--- config.mk ---
export PLATFORM = sky130hd
export DESIGN_NAME = drp_bridge
export DESIGN_NICKNAME = d
export VERILOG_FILES = /design/src/rtl/drp_bridge.sv
export SDC_FILE = /design/constraint.sdc
export NUM_CORES = 1
export LEC_CHECK = 0
export ABC_AREA = 1
export BUFFER_PORTS_ARGS = -buffer_cell sky130_fd_sc_hd__buf_2
export CAP_MARGIN = 20
export CORE_ASPECT_RATIO = 1.25
export CORE_MARGIN = 5
export CORE_UTILIZATION = 46
export CTS_BUF_LIST = sky130_fd_sc_hd__clkbuf_8
export DETAILED_ROUTE_END_ITERATION = 10
export PLACE_DENSITY_LB_ADDON = 0.05
export SKIP_CTS_REPAIR_TIMING = 1
export SYNTH_ARGS = -nofsm -noshare
export SYNTH_HDL_FRONTEND = slang
export SYNTH_SLANG_ARGS = --single-unit
--- constraint.sdc ---
create_clock -name clk -period 1.5 [get_ports clk]
set_input_delay 0.225 -clock clk [delete_from_list [all_inputs] [get_ports clk]]
set_output_delay 0.225 -clock clk [all_outputs]
set_load 0.005 [all_outputs]
--- src/rtl/drp_bridge.sv ---
module drp_bridge #(
  parameter int ADDR_W = 8,
  parameter int DRP_AW = 7,
  parameter int DRP_DW = 16
) (
  input  logic              clk,
  input  logic              rst_n,
  input  logic              bus_wr,
  input  logic [ADDR_W-1:0] bus_addr,
  input  logic [31:0]       bus_wdata,
  output logic [31:0]       bus_rdata,
  output logic              soft_rst,
  output logic              prim_en,
  output logic              ref_sel,
  output logic              drp_en,
  output logic              drp_we,
  output logic [DRP_AW-1:0] drp_addr,
  output logic [DRP_DW-1:0] drp_di,
  input  logic [DRP_DW-1:0] drp_do,
  input  logic              drp_rdy
);
  localparam logic [ADDR_W-1:0] OFF_RST  = ADDR_W'(8'h40);
  localparam logic [ADDR_W-1:0] OFF_SEL  = ADDR_W'(8'h44);
  localparam logic [ADDR_W-1:0] OFF_CTRL = ADDR_W'(8'h70);
  localparam logic [ADDR_W-1:0] OFF_STAT = ADDR_W'(8'h74);
  localparam int STB_BIT  = 29;
  localparam int RD_BIT   = 28;
  localparam int ADR_LSB  = 16;
  localparam int BUSY_BIT = DRP_DW;
  localparam int ERR_BIT  = DRP_DW + 1;
  localparam int PAD_W    = 32 - DRP_DW - 2;

  logic [1:0]        rst_q;
  logic              sel_q;
  logic              busy_q;
  logic              err_q;
  logic              rd_q;
  logic              en_q;
  logic              we_q;
  logic [DRP_AW-1:0] addr_q;
  logic [DRP_DW-1:0] di_q;
  logic [DRP_DW-1:0] rdat_q;

  wire ctrl_hit = bus_wr && (bus_addr == OFF_CTRL) && bus_wdata[STB_BIT];
  wire accept   = ctrl_hit && !busy_q;
  wire done     = busy_q && drp_rdy;

  always_ff @(posedge clk or negedge rst_n) begin
    if (!rst_n) begin
      rst_q  <= '0;
      sel_q  <= 1'b0;
      busy_q <= 1'b0;
      err_q  <= 1'b0;
      rd_q   <= 1'b0;
      en_q   <= 1'b0;
      we_q   <= 1'b0;
      addr_q <= '0;
      di_q   <= '0;
      rdat_q <= '0;
    end else begin
      en_q <= 1'b0;
      we_q <= 1'b0;
      if (done) begin
        busy_q <= 1'b0;
        if (rd_q) rdat_q <= drp_do;
      end
      if (accept) begin
        busy_q <= 1'b1;
        en_q   <= 1'b1;
        we_q   <= ~bus_wdata[RD_BIT];
        rd_q   <= bus_wdata[RD_BIT];
        addr_q <= bus_wdata[ADR_LSB +: DRP_AW];
        di_q   <= bus_wdata[DRP_DW-1:0];
      end else if (ctrl_hit) begin
        err_q <= 1'b1;
      end
      if (bus_wr && bus_addr == OFF_RST) rst_q <= bus_wdata[1:0];
      if (bus_wr && bus_addr == OFF_SEL) sel_q <= bus_wdata[0];
      if (bus_wr && bus_addr == OFF_STAT && bus_wdata[ERR_BIT]) err_q <= 1'b0;
    end
  end

  always_comb begin
    bus_rdata = '0;
    if (bus_addr == OFF_RST)       bus_rdata[1:0] = rst_q;
    else if (bus_addr == OFF_SEL)  bus_rdata[0] = sel_q;
    else if (bus_addr == OFF_STAT) bus_rdata = {{PAD_W{1'b0}}, err_q, busy_q, rdat_q};
  end

  assign soft_rst = rst_q[0];
  assign prim_en  = rst_q[1];
  assign ref_sel  = sel_q;
  assign drp_en   = en_q;
  assign drp_we   = we_q;
  assign drp_addr = addr_q;
  assign drp_di   = di_q;
endmodule

==> impl_metrics.tcl, run 1 <==
set metrics [dict create \
    status "finished, final reports clean" \
    period_share_pct 90.9 \
    regArea_mm2 0.00118 \
    viasPerCell 4.32 \
    clkSinkCount 47 \
    postRouteAntennaNets 0 \
    vias 1823 \
    path_max_fanout 17 \
    drtIter0Drc 101 \
    power_leakage_nw 1.80 \
    netlist_area_mm2 0.00219 \
    power.total_mw 2.46 \
    die_area_mm2 0.00624 \
    grt_max_degree 50 \
    cts.htree.levels 2 \
    diodes 0 \
    seq_area_frac_synth_pct 53.8 \
    synth-seq-cells 47 \
    cts_max_path_buffers 2 \
    cts_tree "yes" \
    firstDrtPassIters 4 \
    filler_cell_count 458 \
    crit_required_ns 1.27 \
    synth_cell_type_count 23 \
    fin_skew_ns 0.00425 \
    tns_ns 0 \
    hold_viol_final 0 \
    cts_root_buffer "clkbuf_8" \
    fp-row-count 28 \
    cts_buffers 5 \
    critical_path.cell_chain "buf_2 > inv_2 > nand2_2 > nor2_1 > nand2_4 > nor2_1 > buf_2" \
    areaGrowthSynthToFinish_pct 29.7 \
    layout.nets 422 \
    hold_path.class "primary input to flop" \
    gp_congestion 0.759 \
    portBuffers 98 \
    placed_cells 414 \
    grt_pass1_vias 1659 \
    rsz0062_at_grt "false" \
    ios 120 \
    cpPeakStageDelay_ns 0.22 \
    multi_input_area_um2 703 \
    die_w_um 71.7 \
    gr-total-overflow 0 \
    start_util_pct 46.9 \
    fmax_ghz 0.733 \
    drive_gt1_share_pct 35.6 \
    routed_wl_mm 4.54 \
    die_y_um 87.1 \
    grt_pass1_wl_mm 7.45 \
    core_area_mm2 0.00466 \
    vdd_ir_drop_max_v 0.000599 \
    worstSetupStartpointType "primary input" \
    power.density_mw_per_mm2 867 \
    antenna_found_initial 0 \
    min_period_ns 1.36 \
    crit_arrival_ns 1.14 \
    clk_pin_slew_ns 0.08 \
    slew_viol_final 0 \
    endpoint_kind "primary output" \
    report.final.setup_viol 0 \
    drv_cap 0 \
    setup.worst_path.class "primary input to primary output" \
    slowest_stage "nor2_1" \
    stdcell_count 422 \
    finish.utilization_pct 60.8 \
    wire_per_inst_um 10.8 \
    grtUsageTotal_pct 15.0 \
    dp_hpwl_mm 3.48 \
    syn_area_per_cell_um2 8.44 \
    clock_latency_ns 0.29 \
    ys.warnings.count 0 \
    syn_inst 259 \
    drc 0 \
]
cell type report:
type / count / area share, %
multi-input cells: 149 / 24.8
repair buffers: 106 / 20.4
well taps: 60 / 2.65
clock buffers: 5 / 2.43
inverters: 53 / 7.02
clock inverters: 2 / 1.19
flip-flops and latches: 47 / 41.5
kinds of logic (layout without fill, tap and decap cells):
logic type	Yosys count	count (layout)	share of synthesized area [%]
multiplexers	2	2	1.03
other	1	14	0.172
buffers and inverters	76	166	16.5
AND/OR/NAND/NOR	93	93	18.5
flip-flops	47	47	53.8
AO/OA/AOI/OAI	40	40	10.0
routing by layer:
| layer | GRT usage [%] | share of wire, % | up-vias |
|---|---|---|---|
| li1 | - | - | 950 |
| met3 | 4.97 | 9.4 | 6 |
| met5 | 0 | 0 | - |
| met1 | 18.8 | 41 | 804 |
| met4 | 4.10 | 1.1 | 0 |
| met2 | 24.7 | 48 | 63 |
registers in the layout, indices dropped and copies added (netlist names):
register	flops
drp_di	16
ref_sel	1
drp_addr	7
rst_q	2
drp_we	1
busy_q	1
rdat_q	16
drp_en	1
err_q	1
rd_q	1
cells in the final DEF (no fill, tap or decap), types with 7 or more instances in the layout:
master	Yosys	routed
a21oi_1	15	15
buf_2	5	98
conb_1	1	14
dfrtp_1	47	47
inv_1	49	50
nand2_1	41	41
nand3_1	9	9
nor2_1	35	35
o21ai_0	7	7
o21ai_1	13	13
report_power, final:
part           internal, mW  leakage [nW]  switching [mW]  total, mW
clock network         0.482        0.0554           0.385      0.867
registers              1.33         0.586          0.0218       1.35
logic                 0.111          1.16           0.131      0.242
critical path, delay by kind of cell:
| kind | cells | cell delay, ns |
|---|---|---|
| buffers and inverters | 3 | 0.27 |
| AND/OR/NAND/NOR | 4 | 0.64 |
cell usage after synthesis, drive strengths merged:
master   n  share of area [%]
inv     53                9.1
nand4    2                1.3
dfrtp   47                 54
conb     1               0.17
mux2     2                1.0
a21oi   15                3.4
nor3     1               0.46
o21ai   25                6.6
nand3    9                2.1
buf     21                7.0
nand2   44                7.9
clkbuf   2               0.40
nor2    37                6.8
worst paths after layout:
path                       slack (ns)         from            end  cells past startpoint
max                              0.14  bus_addr[0]  bus_rdata[17]                      7
min                              0.13      drp_rdy         busy_q                      2
max reg2reg                      0.35       busy_q      drp_di[9]                      5
min reg2reg                      0.48    drp_di[3]      drp_di[3]                      2
max in group asynchronous        0.83        rst_n      rdat_q[8]                      3
min in group asynchronous        0.43        rst_n       rst_q[1]                      3
stage by stage:
step | hold WS (ns) | cell area, um2 | setup slack (ns)
6_report | 0.133 | 2830 | 0.137
5_1_grt | 0.145 | 2830 | 0.0527
4_1_cts | -0.0908 | 2820 | 0.108
3_5_place_dp | 0.224 | 2720 | 0.115
3_3_place_gp | 0.227 | 2720 | 0.0945
2_1_floorplan | -0.0706 | 2230 | 0.296
Note: power is estimated with default switching activity, not from simulation.
==> run 2, diff against run 1 <==
==> constraint.sdc (replaced) <==
create_clock -name clk -period 1.5 [get_ports clk]
set_input_delay 0.45 -clock clk [delete_from_list [all_inputs] [get_ports clk]]
set_output_delay 0.45 -clock clk [all_outputs]
set_load 0.005 [all_outputs]
==> run 2 against run 1 <==
- the flow now finishes with violations (setup timing)
- combinational power up 31%
- power up 3.0%
- die area unchanged
- cell area up 13%
- largest power group unchanged
- utilization up 8.0 points
==> impl_metrics.tcl, run 2 (synthesis gave the netlist of run 1 again) <==
set metrics [dict create \
    core_area_mm2 0.00466 \
    die_y_um 87.1 \
    firstDrtPassIters 4 \
    antenna_found_initial 0 \
    dp_hpwl_mm 3.55 \
    place_area_mm2 0.00291 \
    report.final.setup_viol 18 \
    slowest_stage "clkbuf_16" \
    cts_tree "yes" \
    routed_wl_mm 4.84 \
    min_period_ns 1.73 \
    power.total_mw 2.53 \
    fp-row-count 28 \
    gr-total-overflow 0 \
    ios 120 \
    crit_arrival_ns 1.28 \
    gp_congestion 0.790 \
    drive_gt1_share_pct 44.0 \
    layout.nets 435 \
    endpoint_kind "primary output" \
    cts_max_path_buffers 2 \
    clk_pin_slew_ns 0.08 \
    setup_ws_ns -0.225 \
    hold_path.class "primary input to async pin" \
    areaGrowthSynthToFinish_pct 46.7 \
    hold_viol_final 0 \
    drtIter0Drc 69 \
    cts_buffers 5 \
    status "finished, violations left" \
    crit_required_ns 1.05 \
    grtUsageTotal_pct 15.5 \
    wire_per_inst_um 11.1 \
    path_max_fanout 8 \
    rsz0062_at_grt "true" \
    power_leakage_nw 1.93 \
    slew_viol_final 0 \
    setup.worst_path.class "primary input to primary output" \
    cpPeakStageDelay_ns 0.19 \
    clock_latency_ns 0.29 \
    drv_cap 0 \
    drc 0 \
    fmax_ghz 0.580 \
    clkSinkCount 47 \
    vias 1901 \
    placed_cells 419 \
    cts_root_buffer "clkbuf_8" \
    final_common_cell "buf_2" \
    portBuffers 98 \
    path_delay_family "buffers and inverters" \
    filler_cell_count 411 \
    diodes 0 \
    final_area_mm2 0.00321 \
    stdcell_count 435 \
    die_w_um 71.7 \
    period_share_pct 115 \
    power.density_mw_per_mm2 789 \
    vdd_ir_drop_max_v 0.000534 \
    path_buf_inv 4 \
    grt_max_degree 50 \
    start_util_pct 46.9 \
    postRouteAntennaNets 0 \
    fin_skew_ns 0.00322 \
    violations "setup timing" \
    worstSetupStartpointType "primary input" \
    grt_pass1_wl_mm 7.69 \
    final_cell_mix "buf_2 (91), inv_1 (48), dfrtp_1 (47), nand2_1 (38), nor2_1 (18)" \
    multi_input_area_um2 858 \
    grt_pass1_vias 1764 \
    cts.htree.levels 2 \
    die_area_mm2 0.00624 \
    critical_path.cell_chain "buf_6 > inv_4 > nand2_4 > nor2_4 > nand2_4 > clkbuf_16 > nor2_4 > buf_2" \
    regArea_mm2 0.00118 \
    viasPerCell 4.37 \
]
-- run 2: cell type report --
| type | instances | share of cell area [%] |
|---|---|---|
| clock buffers | 5 | 2.15 |
| clock inverters | 2 | 1.05 |
| well taps | 60 | 2.34 |
| multi-input cells | 149 | 26.8 |
| inverters | 53 | 7.49 |
| repair buffers | 119 | 23.5 |
| flip-flops and latches | 47 | 36.7 |
-- run 2: where the power goes --
part | switching [mW] | internal, mW | leakage, nW
Sequential | 0.0235 | 1.33 | 0.586
Combinational | 0.173 | 0.145 | 1.28
Clock | 0.382 | 0.482 | 0.0554
Total | 0.578 | 1.95 | 1.93
-- run 2: worst register-to-register path, delay by kind of cell (launching register included) --
kind / cells / cell delay [ns]
and+or+nand+nor: 2 / 0.23
AOI/OAI and AO/OA: 1 / 0.07
buffers and inverters: 2 / 0.40
DFF: 1 / 0.40
-- run 2: final timing paths --
| kind | slack, ns | cells after the start | endpoint | start |
|---|---|---|---|---|
| min in group clk | 0.35 | 2 | busy_q | drp_rdy |
| hold reg to reg | 0.48 | 2 | drp_di[4] | drp_di[4] |
| setup reg to reg | 0.29 | 5 | drp_di[9] | busy_q |
| setup / recovery | -0.23 | 8 | bus_rdata[7] | bus_addr[3] |
| hold / removal | 0.12 | 2 | drp_addr[4] | rst_n |
| max in group asynchronous | 1.15 | 2 | rdat_q[7] | rst_n |
-- run 2: metrics by stage --
step	util (%)	setup TNS, ns	setup WS, ns	hold slack (ns)
floorplan	-	-0.00179	-0.00179	0.154
global placement	62.5	-6.24	-0.290	0.451
detailed placement	62.5	-6.60	-0.297	0.452
CTS	64.7	-4.12	-0.301	0.136
global route	68.8	-3.78	-0.267	0.138
finish	68.8	-2.96	-0.225	0.121
-- run 2: metal layers --
metal | GRT usage [%] | vias up | share of wire, %
li1 | - | 979 | -
met1 | 19.3 | 854 | 39
met2 | 25.8 | 64 | 52
met3 | 4.97 | 4 | 8.2
met4 | 4.62 | 0 | 0.87
met5 | 0 | - | 0
==> run 3, diff against run 2 <==
==> constraint.sdc (replaced) <==
create_clock -name clk -period 1.5 [get_ports clk]
set_input_delay 0.075 -clock clk [delete_from_list [all_inputs] [get_ports clk]]
set_output_delay 0.075 -clock clk [all_outputs]
set_load 0.005 [all_outputs]
==> run 3 against run 2 <==
- the flow now finishes without violations
- via count decreased by 5.2%
- clock power down 11%
- non-clock buffer count is 13 lower
- sequential power about the same
- first-iteration DRC count down 43%
- critical path depth fell by 3
- global-route usage decreased by 0.33 points
- register-to-register slack gained 0.06 ns
- clock skew grew 0.0011 ns
- final cell count is 2.8% lower
- flip-flop and latch count unchanged
- largest power group unchanged
- highest routed layer unchanged
==> impl_metrics.tcl, run 3 (synthesis gave the netlist of run 1 again) <==
set metrics [dict create \
    dp_hpwl_mm 3.51 \
    path_delay_family "flip-flops" \
    grtUsageTotal_pct 15.2 \
    final_common_cell "buf_2" \
    gr-total-overflow 0 \
    postRouteAntennaNets 0 \
    die_y_um 87.1 \
    crit_arrival_ns 1.32 \
    met1_length_mm 1.87 \
    status "finished, final reports clean" \
    highest-signal-layer "met4" \
    r2r_slack_ns 0.35 \
    grt_max_degree 50 \
    path_max_fanout 49 \
    layout.nets 422 \
    filler_cell_count 480 \
    viasPerCell 4.26 \
    drc 0 \
    cts.htree.levels 2 \
    diodes 0 \
    cts_root_buffer "clkbuf_8" \
    cts_max_path_buffers 2 \
    fmax_ghz 0.868 \
    cts_buffers 5 \
    reg2reg_to "drp_di[9]" \
    dr_wl_met3_um 411 \
    r2r_cells 5 \
    crit_start "busy_q" \
    rsz0062_at_grt "false" \
    antenna_found_initial 0 \
    die_area_mm2 0.00624 \
    drtIter0Drc 39 \
    reg2reg_from "busy_q" \
    ios 120 \
    routed_wl_mm 4.53 \
    clk_pin_slew_ns 0.08 \
    drive_gt1_share_pct 35.3 \
    gp_congestion 0.780 \
    fp-row-count 28 \
    start_util_pct 46.9 \
    critical_path.cell_chain "inv_1 > nand4_4 > buf_12 > nand2_1 > o21ai_0" \
    clock_latency_ns 0.29 \
    slowest_stage "dfrtp_1" \
    setup_ws_ns 0.348 \
    endpoint_kind "flop" \
    setup.worst_path.class "flop to flop" \
    portBuffers 98 \
    report.final.setup_viol 0 \
    hold_path.class "primary input to flop" \
    period_share_pct 76.8 \
    slew_viol_final 0 \
    post-place-ws_ns 0.352 \
    die_w_um 71.7 \
    cpPeakStageDelay_ns 0.40 \
    min_period_ns 1.15 \
    cts_tree "yes" \
    core_area_mm2 0.00466 \
    fin_skew_ns 0.00431 \
    wire_per_inst_um 10.7 \
    power.density_mw_per_mm2 835 \
    wl_met2_mm 2.22 \
    clkSinkCount 47 \
    drv_cap 0 \
    power_leakage_nw 1.78 \
    endpoint "drp_di[9]" \
    path_depth 5 \
    areaGrowthSynthToFinish_pct 29.3 \
    worstSetupStartpointType "flop" \
    firstDrtPassIters 4 \
    grt_pass1_wl_mm 7.59 \
    final_cell_mix "buf_2 (98), inv_1 (50), dfrtp_1 (47), nand2_1 (41), nor2_1 (35)" \
    path_buf_inv 2 \
    crit_required_ns 1.67 \
    vias 1803 \
    tns_ns 0 \
    grt_pass1_vias 1743 \
    hold_viol_final 0 \
    vdd_ir_drop_max_v 0.000736 \
]
-- run 3: cell types whose count changed in the layout (fill, tap and decap cells not counted), sizes merged --
| cell | delta |
|---|---|
| dlygate4sd3 | +3 |
| bufinv | -1 |
| clkinv | +1 |
| buf | -15 |
-- run 3: tightest hold or removal path: stages --
cell     delay, ns
buf_2         0.09
inv_1         0.04
o21ai_1       0.05
-- run 3: worst min-delay path by stage --
stage | start | end | slack, ns | depth (start not counted)
2_1_floorplan | rst_n | busy_q | -0.22 | 0
3_3_place_gp | rst_n | rst_q[1] | 0.08 | 2
3_5_place_dp | rst_n | rst_q[1] | 0.08 | 2
5_1_grt | drp_do[0] | rdat_q[0] | 0.003 | 2
6_report | bus_wdata[10] | drp_di[10] | 0.01 | 3
4_1_cts | rst_n | busy_q | -0.23 | 2
-- run 3: cell type report --
| class | instances | area [um2] | area share (%) |
|---|---|---|---|
| flip-flops and latches | 47 | 1180 | 41.6 |
| repair buffers | 106 | 583 | 20.6 |
| well taps | 60 | 75.1 | 2.66 |
| clock buffers | 6 | 82.6 | 2.92 |
| clock inverters | 2 | 12.5 | 0.443 |
| multi-input cells | 149 | 698 | 24.7 |
| inverters | 53 | 199 | 7.04 |
-- run 3: stage by stage --
step           hold slack, ns  power (mW)  area, um2  utilization, %  instances
2_1_floorplan          -0.221        1.50       2230               -        272
3_3_place_gp           0.0768        1.61       2700            58.0        412
3_5_place_dp           0.0805        1.62       2700            58.0        412
4_1_cts                -0.234        2.40       2800            60.0        420
5_1_grt               0.00322        2.52       2830            60.7        423
6_report               0.0110        2.36       2830            60.7        423
-- run 3: routing by layer --
metal	track usage (%)	up-vias
met5	0	-
met4	4.10	0
met3	4.62	2
met2	26.3	63
met1	18.4	786
li1	-	952
-- run 3: power breakdown --
| group | switching [mW] | leakage (nW) | internal [mW] | total, mW |
|---|---|---|---|---|
| Clock | 0.397 | 0.0526 | 0.371 | 0.768 |
| Combinational | 0.131 | 1.14 | 0.113 | 0.244 |
| Sequential | 0.0213 | 0.586 | 1.33 | 1.35 |
| Total | 0.549 | 1.78 | 1.81 | 2.36 |
